==> src/rtl/spi_port_pkg.sv <==
package spi_port_pkg;
  typedef enum logic [1:0] {ST_IDLE, ST_LEAD, ST_XFER, ST_TAIL} mstate_e;
  localparam logic [1:0] ADDR_DIV  = 2'd0;
  localparam logic [1:0] ADDR_CTRL = 2'd1;
  localparam logic [1:0] ADDR_TX   = 2'd2;
  localparam logic [1:0] ADDR_STAT = 2'd3;
endpackage

==> src/rtl/spi_port_sync.sv <==
module spi_port_sync #(
  parameter int          W      = 1,
  parameter int          STAGES = 2,
  parameter logic [W-1:0] RST   = '0
) (
  input  logic         clk_i,
  input  logic         rst_ni,
  input  logic [W-1:0] d_i,
  output logic [W-1:0] q_o
);
  logic [STAGES-1:0][W-1:0] pipe_q;

  always_ff @(posedge clk_i or negedge rst_ni) begin
    if (!rst_ni) pipe_q <= {STAGES{RST}};
    else         pipe_q <= {pipe_q[STAGES-2:0], d_i};
  end

  assign q_o = pipe_q[STAGES-1];
endmodule

==> src/rtl/spi_port_divider.sv <==
module spi_port_divider #(
  parameter int DIV_W = 16
) (
  input  logic             clk_i,
  input  logic             rst_ni,
  input  logic             run_i,
  input  logic [DIV_W-1:0] div_i,
  output logic             tick_o
);
  localparam logic [DIV_W-1:0] MIN_DIV = DIV_W'(2);

  logic [DIV_W-1:0] lim, cnt_q;

  // divisor below the minimum is clamped
  assign lim    = (div_i < MIN_DIV) ? (MIN_DIV - DIV_W'(1)) : (div_i - DIV_W'(1));
  assign tick_o = run_i && (cnt_q == lim);

  always_ff @(posedge clk_i or negedge rst_ni) begin
    if (!rst_ni)              cnt_q <= '0;
    else if (!run_i || tick_o) cnt_q <= '0;
    else                      cnt_q <= cnt_q + DIV_W'(1);
  end
endmodule

==> src/rtl/spi_port_shifter.sv <==
module spi_port_shifter #(
  parameter int WORD_W = 8
) (
  input  logic              clk_i,
  input  logic              rst_ni,
  input  logic              load_i,
  input  logic [WORD_W-1:0] data_i,
  input  logic              lead_i,
  input  logic              trail_i,
  input  logic              cpha_i,
  input  logic              sin_i,
  output logic              sout_o,
  output logic [WORD_W-1:0] rx_o,
  output logic              word_o
);
  localparam int CNT_W = $clog2(WORD_W + 1);

  logic [WORD_W-1:0] tx_q, rx_q;
  logic [CNT_W-1:0]  nsamp_q;
  logic              first_q, word_q;
  logic              sample, change;

  assign sample = cpha_i ? trail_i : lead_i;
  assign change = cpha_i ? lead_i  : trail_i;

  always_ff @(posedge clk_i or negedge rst_ni) begin
    if (!rst_ni) begin
      tx_q    <= '0;
      rx_q    <= '0;
      nsamp_q <= '0;
      first_q <= 1'b1;
      word_q  <= 1'b0;
    end else if (load_i) begin
      tx_q    <= data_i;
      nsamp_q <= '0;
      first_q <= 1'b1;
      word_q  <= 1'b0;
    end else begin
      word_q <= sample && (nsamp_q == CNT_W'(WORD_W - 1));
      if (sample) begin
        rx_q    <= {rx_q[WORD_W-2:0], sin_i};
        nsamp_q <= nsamp_q + CNT_W'(1);
      end
      if (change) begin
        first_q <= 1'b0;
        // phase 1: MSB is already on the line at the first change edge
        if (!(cpha_i && first_q)) tx_q <= {tx_q[WORD_W-2:0], 1'b0};
      end
    end
  end

  assign sout_o = tx_q[WORD_W-1];
  assign rx_o   = rx_q;
  assign word_o = word_q;
endmodule

==> src/rtl/spi_port.sv <==
module spi_port
  import spi_port_pkg::*;
#(
  parameter int DIV_W  = 16,
  parameter int WORD_W = 8,
  parameter int NSEL   = 3,
  parameter int REG_W  = 16
) (
  input  logic             clk_i,
  input  logic             rst_ni,
  input  logic             reg_we_i,
  input  logic [1:0]       reg_addr_i,
  input  logic [REG_W-1:0] reg_wdata_i,
  output logic [REG_W-1:0] reg_rdata_o,
  output logic             sck_o,
  output logic             mosi_o,
  input  logic             miso_i,
  output logic [NSEL-1:0]  sel_no,
  input  logic             ss_ni,
  input  logic             sck_i,
  input  logic             mosi_i,
  output logic             miso_o
);
  localparam int SEL_W  = $clog2(NSEL + 1);
  localparam int EDGES  = 2 * WORD_W;
  localparam int EDGE_W = $clog2(EDGES);

  mstate_e           state_q;
  logic [DIV_W-1:0]  div_q;
  logic              cpol_q, cpha_q;
  logic [SEL_W-1:0]  sel_q;
  logic [WORD_W-1:0] tx_q, rx_q, sh_rx;
  logic              done_q, sck_q;
  logic [EDGE_W-1:0] edge_q;
  logic              busy, tick, m_edge, m_lead, m_trail;
  logic              ss_s, sck_s, mosi_s, ss_p, sck_p;
  logic              slave_act, s_lead, s_trail, tx_wr, start, sh_load, word, sout;

  // slave-side inputs
  spi_port_sync #(.W(3), .STAGES(2), .RST(3'b100)) i_sync (
    .clk_i, .rst_ni,
    .d_i ({ss_ni, sck_i, mosi_i}),
    .q_o ({ss_s, sck_s, mosi_s})
  );

  always_ff @(posedge clk_i or negedge rst_ni) begin
    if (!rst_ni) begin
      ss_p  <= 1'b1;
      sck_p <= 1'b0;
    end else begin
      ss_p  <= ss_s;
      sck_p <= sck_s;
    end
  end

  assign busy      = (state_q != ST_IDLE);
  assign tx_wr     = reg_we_i && (reg_addr_i == ADDR_TX);
  assign start     = tx_wr && !busy && ss_s;
  assign slave_act = !ss_s && !busy;
  assign s_lead    = slave_act && (sck_s != cpol_q) && (sck_p == cpol_q);
  assign s_trail   = slave_act && (sck_s == cpol_q) && (sck_p != cpol_q);
  assign sh_load   = start || (slave_act && (tx_wr || ss_p));

  spi_port_divider #(.DIV_W(DIV_W)) i_div (
    .clk_i, .rst_ni,
    .run_i  (busy),
    .div_i  (div_q),
    .tick_o (tick)
  );

  assign m_edge  = tick && (state_q == ST_LEAD || state_q == ST_XFER);
  assign m_lead  = m_edge && !edge_q[0];
  assign m_trail = m_edge &&  edge_q[0];

  spi_port_shifter #(.WORD_W(WORD_W)) i_shift (
    .clk_i, .rst_ni,
    .load_i  (sh_load),
    .data_i  (tx_wr ? reg_wdata_i[WORD_W-1:0] : tx_q),
    .lead_i  (m_lead  || s_lead),
    .trail_i (m_trail || s_trail),
    .cpha_i  (cpha_q),
    .sin_i   (busy ? miso_i : mosi_s),
    .sout_o  (sout),
    .rx_o    (sh_rx),
    .word_o  (word)
  );

  // host registers
  always_ff @(posedge clk_i or negedge rst_ni) begin
    if (!rst_ni) begin
      div_q  <= '0;
      cpol_q <= 1'b0;
      cpha_q <= 1'b0;
      sel_q  <= '0;
      tx_q   <= '0;
    end else if (reg_we_i) begin
      case (reg_addr_i)
        ADDR_DIV:  div_q <= reg_wdata_i[DIV_W-1:0];
        ADDR_CTRL: begin
          cpol_q <= reg_wdata_i[0];
          cpha_q <= reg_wdata_i[1];
          sel_q  <= reg_wdata_i[2 +: SEL_W];
        end
        ADDR_TX:   tx_q <= reg_wdata_i[WORD_W-1:0];
        default: ;
      endcase
    end
  end

  always_ff @(posedge clk_i or negedge rst_ni) begin
    if (!rst_ni) begin
      rx_q   <= '0;
      done_q <= 1'b0;
    end else if (sh_load) begin
      done_q <= 1'b0;
    end else if (word) begin
      rx_q   <= sh_rx;
      done_q <= 1'b1;
    end
  end

  // master sequencer
  always_ff @(posedge clk_i or negedge rst_ni) begin
    if (!rst_ni) begin
      state_q <= ST_IDLE;
      edge_q  <= '0;
      sck_q   <= 1'b0;
    end else begin
      case (state_q)
        ST_IDLE: if (start) begin
          state_q <= ST_LEAD;
          edge_q  <= '0;
          sck_q   <= cpol_q;
        end
        ST_LEAD: if (tick) begin
          state_q <= ST_XFER;
          edge_q  <= edge_q + EDGE_W'(1);
          sck_q   <= !sck_q;
        end
        ST_XFER: if (tick) begin
          edge_q <= edge_q + EDGE_W'(1);
          sck_q  <= !sck_q;
          if (edge_q == EDGE_W'(EDGES - 1)) state_q <= ST_TAIL;
        end
        ST_TAIL: if (tick) state_q <= ST_IDLE;
        default: state_q <= ST_IDLE;
      endcase
    end
  end

  for (genvar i = 0; i < NSEL; i++) begin : g_sel
    assign sel_no[i] = !(busy && (sel_q == SEL_W'(i + 1)));
  end

  assign sck_o  = busy ? sck_q : cpol_q;
  assign mosi_o = sout;
  assign miso_o = sout;

  always_comb begin
    case (reg_addr_i)
      ADDR_DIV:  reg_rdata_o = REG_W'(div_q);
      ADDR_CTRL: reg_rdata_o = REG_W'({sel_q, cpha_q, cpol_q});
      ADDR_TX:   reg_rdata_o = REG_W'(tx_q);
      default:   reg_rdata_o = REG_W'({busy, done_q, rx_q});
    endcase
  end
endmodule

==> config.mk <==
export PLATFORM = sky130hd
export DESIGN_NAME = spi_port
export DESIGN_NICKNAME = d
export VERILOG_FILES = /design/src/rtl/spi_port_pkg.sv /design/src/rtl/spi_port_sync.sv /design/src/rtl/spi_port_divider.sv /design/src/rtl/spi_port_shifter.sv /design/src/rtl/spi_port.sv
export SDC_FILE = /design/constraint.sdc
export NUM_CORES = 1
export LEC_CHECK = 0
export CAP_MARGIN = 0
export CORE_MARGIN = 3
export CORE_UTILIZATION = 55
export DETAILED_ROUTE_END_ITERATION = 8
export PLACE_DENSITY = 0.77
export SYNTH_ARGS = -nofsm -noshare
export SYNTH_HDL_FRONTEND = slang
export SYNTH_SLANG_ARGS = --single-unit
==> constraint.sdc <==
create_clock -name clk_i -period 7.7 [get_ports clk_i]
set_input_delay 1.925 -clock clk_i [delete_from_list [all_inputs] [get_ports clk_i]]
set_output_delay 1.925 -clock clk_i [all_outputs]
set_load 0.02 [all_outputs]
==> impl_metrics.tcl, run 1 <==
set metrics [dict create \
    status "completed" \
    tritoncts "done" \
    ios 47 \
    gr-total-overflow 0 \
    grt_max_degree 60 \
    synth_edf_count 0 \
    synth_cell_types 58 \
    crit_path_max_fanout 15 \
    layout_setup_ws_ns 1.53 \
    total_power_mw 1.61 \
    final_common_cell "dfrtp_1" \
    reg2reg_depth 9 \
    rows 34 \
    ctsResizeCount 0 \
    numCtsBuffers 9 \
    root_buffer "clkbuf_8" \
    drc 0 \
    peakVddDrop_v 0.000162 \
    nets 551 \
    skew_ns 0.0125 \
    tns_ns 0 \
    drtAntennaViolNets 0 \
    setup_viol 0 \
    first_pass_iters 4 \
    min_period_over_period_pct 80.2 \
    most-common-layout-cells "86 x dfrtp_1, 49 x nor2_1, 49 x mux2_2" \
    antenna_found_initial 0 \
    hold_violations 0 \
    slew_viol_final 0 \
    fp.dieW_um 101 \
    setup.worst_path.start "reg_addr_i[0]" \
    drt_iter0_markers 192 \
    place.gp.congestion 0.891 \
    layout_min_cycle_time_ns 6.17 \
    grt_usage_pct 23.3 \
    holdCritPathClass "flip-flop to flip-flop" \
    grt_pass1_wl_mm 18.9 \
    dpl_cell_area_um2 5480 \
    wl_per_cell_um 17.6 \
    die_area_um2 10300 \
    crit_end "reg_rdata_o[4]" \
    viasPerCell 5.92 \
    clkSinkCount 90 \
    yosysWarnings 0 \
    max_freq_ghz 0.162 \
    clk_path_buf_depth 2 \
    cp-end-kind "primary output" \
    rrSetupSlack_ns 3.53 \
    worst_r2r_startpoint "div_q[2]" \
    hold_buffers 0 \
    path_clk_slew_ns 0.09 \
    p_per_area_nw_per_um2 284 \
    hp-start "i_sync.pipe_q[0]" \
    layout-drive-gt1-share_pct 16.8 \
    io_buffers 46 \
    dp.final_hpwl_mm 8.17 \
    die_h_um 101 \
    syn_avg_cell_area_um2 10.3 \
    cp.arrival_ns 4.25 \
    htreeDepth 3 \
    crit_type "input port to primary output" \
    async_flop_share_pct 100 \
    ys_seq_elements 90 \
    synthCells 487 \
    rsz0062_at_grt "no" \
    initial_utilization_pct 57.0 \
    synthFlopType "dfrtp_1" \
    drt-total-wl_mm 11.1 \
    final_cell_area_um2 5680 \
    synth_nets 520 \
    area_growth_pct 13.7 \
    diodes 0 \
    route.vias.total 3737 \
    slew_headroom_pct 46.1 \
    worst_pin_slew_ns 0.801 \
    worstSkewPairLatency_ns 0.36 \
    preCtsSetupSlack_ns 1.52 \
    postCtsSetupRepairBufs 0 \
    synth-seq-area-share_pct 45.2 \
    p_leak_nw 2.40 \
    cap_violations 0 \
    core-area_um2 8760 \
    start_kind "input port" \
    synthesis.area_um2 4990 \
    rr_endpoint "i_shift.rx_o[5]" \
    grt_pass1_vias 3747 \
    cp.required_ns 5.78 \
]
-- synth_stat cells (11+ instances only) --
cell type | n | share of area [%]
dfrtp_1 | 86 | 43
mux2_2 | 49 | 11
nor2_1 | 49 | 3.7
nand2_1 | 29 | 2.2
inv_1 | 24 | 1.8
xor2_1 | 22 | 3.9
a21oi_1 | 21 | 2.1
clkbuf_1 | 21 | 1.6
nand3_1 | 20 | 2.0
o21ai_0 | 13 | 1.3
nor4_1 | 12 | 1.5
mux2i_1 | 11 | 2.2
-- worst min path at each step --
stage                     to  slack, ns  depth (start not counted)
2_1_floorplan  i_sync.q_o[0]       0.33                          0
3_3_place_gp   i_sync.q_o[0]       0.34                          0
3_5_place_dp   i_sync.q_o[1]       0.34                          0
4_1_cts        i_sync.q_o[0]       0.36                          0
5_1_grt        i_sync.q_o[2]       0.37                          0
6_report       i_sync.q_o[0]       0.36                          0
-- cell families (layout without fill, tap and decap cells) --
family | Yosys count | in the layout | share of synthesized area [%]
AND/OR/NAND/NOR | 169 | 169 | 17.6
AO/OA/AOI/OAI | 74 | 74 | 10.2
adder cells (fa/ha/maj) | 8 | 8 | 2.00
multiplexers | 64 | 64 | 15.1
XOR/XNOR | 31 | 31 | 5.71
buffers and inverters | 51 | 87 | 4.13
flip-flops | 90 | 90 | 45.2
-- worst max-delay path, cell delays in order --
cell             delay (ns)
clkdlybuf4s50_1        0.78
nor2_1                 0.68
a22o_1                 0.25
clkdlybuf4s50_1        0.60
-- per-layer routing --
layer / vias to the layer above / track usage, % / wire (um)
li1: 1798 / - / -
met1: 1850 / 32.8 / 4950
met2: 75 / 37.7 / 5530
met3: 14 / 4.27 / 444
met4: 0 / 5.62 / 148
met5: - / 0 / 0
-- cell type report --
class	instances	area, um2
Clock buffer	10	128
Fill cell	704	3090
Timing Repair Buffer	47	465
Tap cell	108	135
Multi-Input combinational cell	346	2530
Clock inverter	6	72.6
Inverter	24	90.1
Sequential cell	90	2260
-- where the power goes --
group / leakage [nW] / internal [mW] / switching [mW]
registers: 1.13 / 0.593 / 0.116
clock network: 0.0910 / 0.154 / 0.178
logic: 1.18 / 0.271 / 0.298
total: 2.40 / 1.02 / 0.593
-- flip-flops by register name, indices dropped and copies added (netlist names), 2 cells and up --
register         cells
rx_q                 8
i_div.cnt_q         16
i_shift.tx_q         8
edge_q               4
tx_q                 8
i_shift.nsamp_q      4
i_shift.rx_o         8
i_sync.q_o           3
div_q               16
state_q              2
i_sync.pipe_q        3
sel_q                2
-- per-stage QoR --
| step | hold slack [ns] | cells | util, % |
|---|---|---|---|
| 3_3_place_gp | 0.341 | 615 | 62.5 |
| 5_1_grt | 0.374 | 631 | 64.8 |
| 4_1_cts | 0.357 | 631 | 64.8 |
| 2_1_floorplan | 0.331 | 487 | - |
| 3_5_place_dp | 0.336 | 615 | 62.5 |
| 6_report | 0.357 | 631 | 64.8 |
Note: power is estimated with default switching activity, not from simulation.
==> run 2, diff against run 1 <==
Settings changed: CORE_UTILIZATION 55 to 52, PLACE_DENSITY 0.77 to 0.76.
Clock period 7.7 ns to 5.4 ns, I/O delays scaled along.
==> run 2 against run 1 <==
Effect of this change:
- sequential share of layout area shrank 0.43 points
- non-clock buffer count grew 3
- clock-buffer cell count shrank 1
- final area grew 1.1%
- final cell count grew 3.8%
- via count grew 1.9%
- clock skew grew 0.0011 ns
- worst hold slack lost 0.0028 ns
- first-iteration DRC count grew 19%
- flip-flop and latch count is the same
- critical path type unchanged
==> impl_metrics.tcl, run 2 (same netlist as run 1, synthesis figures left out) <==
set metrics [dict create \
    status "completed" \
    viasPerCell 5.81 \
    diodes 0 \
    root_buffer "clkbuf_8" \
    cpMostUsedCell "clkdlybuf4s50_1" \
    setup_viol 0 \
    drt-total-wl_mm 11.2 \
    grt_usage_pct 21.6 \
    layout-drive-gt1-share_pct 17.5 \
    tns_ns 0 \
    slew_viol_final 0 \
    drtAntennaViolNets 0 \
    cp.required_ns 4.05 \
    initial_utilization_pct 53.8 \
    place.gp.congestion 0.876 \
    skew_ns 0.0136 \
    worst_pin_slew_ns 0.873 \
    fp.dieW_um 104 \
    crit_path_max_fanout 15 \
    die_area_um2 10800 \
    rsz0062_at_grt "no" \
    worstSkewPairLatency_ns 0.37 \
    p_per_area_nw_per_um2 406 \
    layout_setup_ws_ns 0.560 \
    hold_buffers 0 \
    p_leak_nw 2.43 \
    start_kind "input port" \
    core-area_um2 9280 \
    cp.arrival_ns 3.49 \
    drc 0 \
    most-common-layout-cells "86 x dfrtp_1, 49 x nor2_1, 49 x mux2_2" \
    final_common_cell "dfrtp_1" \
    slew_headroom_pct 41.3 \
    first_pass_iters 4 \
    peakVddDrop_v 0.000223 \
    drt_iter0_markers 228 \
    antenna_found_initial 0 \
    path_clk_slew_ns 0.11 \
    grt_max_degree 48 \
    grt_pass1_vias 3834 \
    reg.largest.list "div_q: 16 flops, i_div.cnt_q: 16 flops" \
    holdCritPathClass "flip-flop to flip-flop" \
    dpl_cell_area_um2 5530 \
    slowest_stage "clkdlybuf4s50_1" \
    final_cell_area_um2 5740 \
    preCtsSetupSlack_ns 0.536 \
    rows 35 \
    ctsResizeCount 0 \
    cap_violations 0 \
    hold_violations 0 \
    wl_per_cell_um 17.2 \
    cp-end-kind "primary output" \
    dp.final_hpwl_mm 8.27 \
    clkSinkCount 90 \
    min_period_over_period_pct 89.6 \
    rrSetupSlack_ns 1.21 \
    die_h_um 104 \
    io_buffers 46 \
    area_growth_pct 15.0 \
    max_freq_ghz 0.207 \
    nets 554 \
    ios 47 \
    clk_path_buf_depth 2 \
    numCtsBuffers 9 \
    postCtsSetupRepairBufs 0 \
    grt_pass1_wl_mm 19.1 \
    route.vias.total 3808 \
    final_cells 655 \
    htreeDepth 3 \
    path_buf_inv 2 \
    gr-total-overflow 0 \
    max_stage_delay_ns 0.97 \
    holdWs_ns 0.354 \
    layout_min_cycle_time_ns 4.84 \
    cp_cell_sequence "clkdlybuf4s50_1 > mux4_2 > clkdlybuf4s50_1" \
    crit_type "input port to primary output" \
    tritoncts "done" \
    cp_top_family "buffers and inverters" \
    dp_cells 639 \
]
[run 2: routing by layer]
layer	share of wire, %	wire, um	GRT usage, %
met5	0	0	0
met4	2.1	238	7.03
met3	3.7	416	3.72
met2	51	5690	36.5
met1	44	4900	28.5
[run 2: path summary, 6_finish.rpt]
kind	startpoint	end	cells past startpoint
worst max register to register	div_q[3]	i_shift.rx_o[4]	9
worst min register to register	i_sync.pipe_q[0]	i_sync.q_o[0]	0
max in group asynchronous	rst_ni	tx_q[4]	2
min in group asynchronous	rst_ni	div_q[11]	1
worst min-delay path	i_sync.pipe_q[0]	i_sync.q_o[0]	0
worst max-delay path	reg_addr_i[0]	reg_rdata_o[0]	3
[run 2: metrics by stage]
step	power (mW)	utilization, %
3_3_place_gp	1.79	59.5
3_5_place_dp	1.83	59.5
4_1_cts	2.34	61.8
2_1_floorplan	1.58	-
6_report	2.33	61.8
5_1_grt	2.48	61.8
[run 2: power breakdown]
part / internal [mW] / switching [mW]
Clock: 0.228 / 0.280
Combinational: 0.388 / 0.425
Sequential: 0.846 / 0.164
Total: 1.46 / 0.870
[run 2: cell type report]
| cell class | instances | area (um2) |
|---|---|---|
| Timing Repair Buffer | 50 | 488 |
| Fill cell | 806 | 3540 |
| Inverter | 24 | 90.1 |
| Clock inverter | 7 | 90.1 |
| Sequential cell | 90 | 2260 |
| Clock buffer | 9 | 124 |
| Tap cell | 129 | 161 |
| Multi-Input combinational cell | 346 | 2530 |
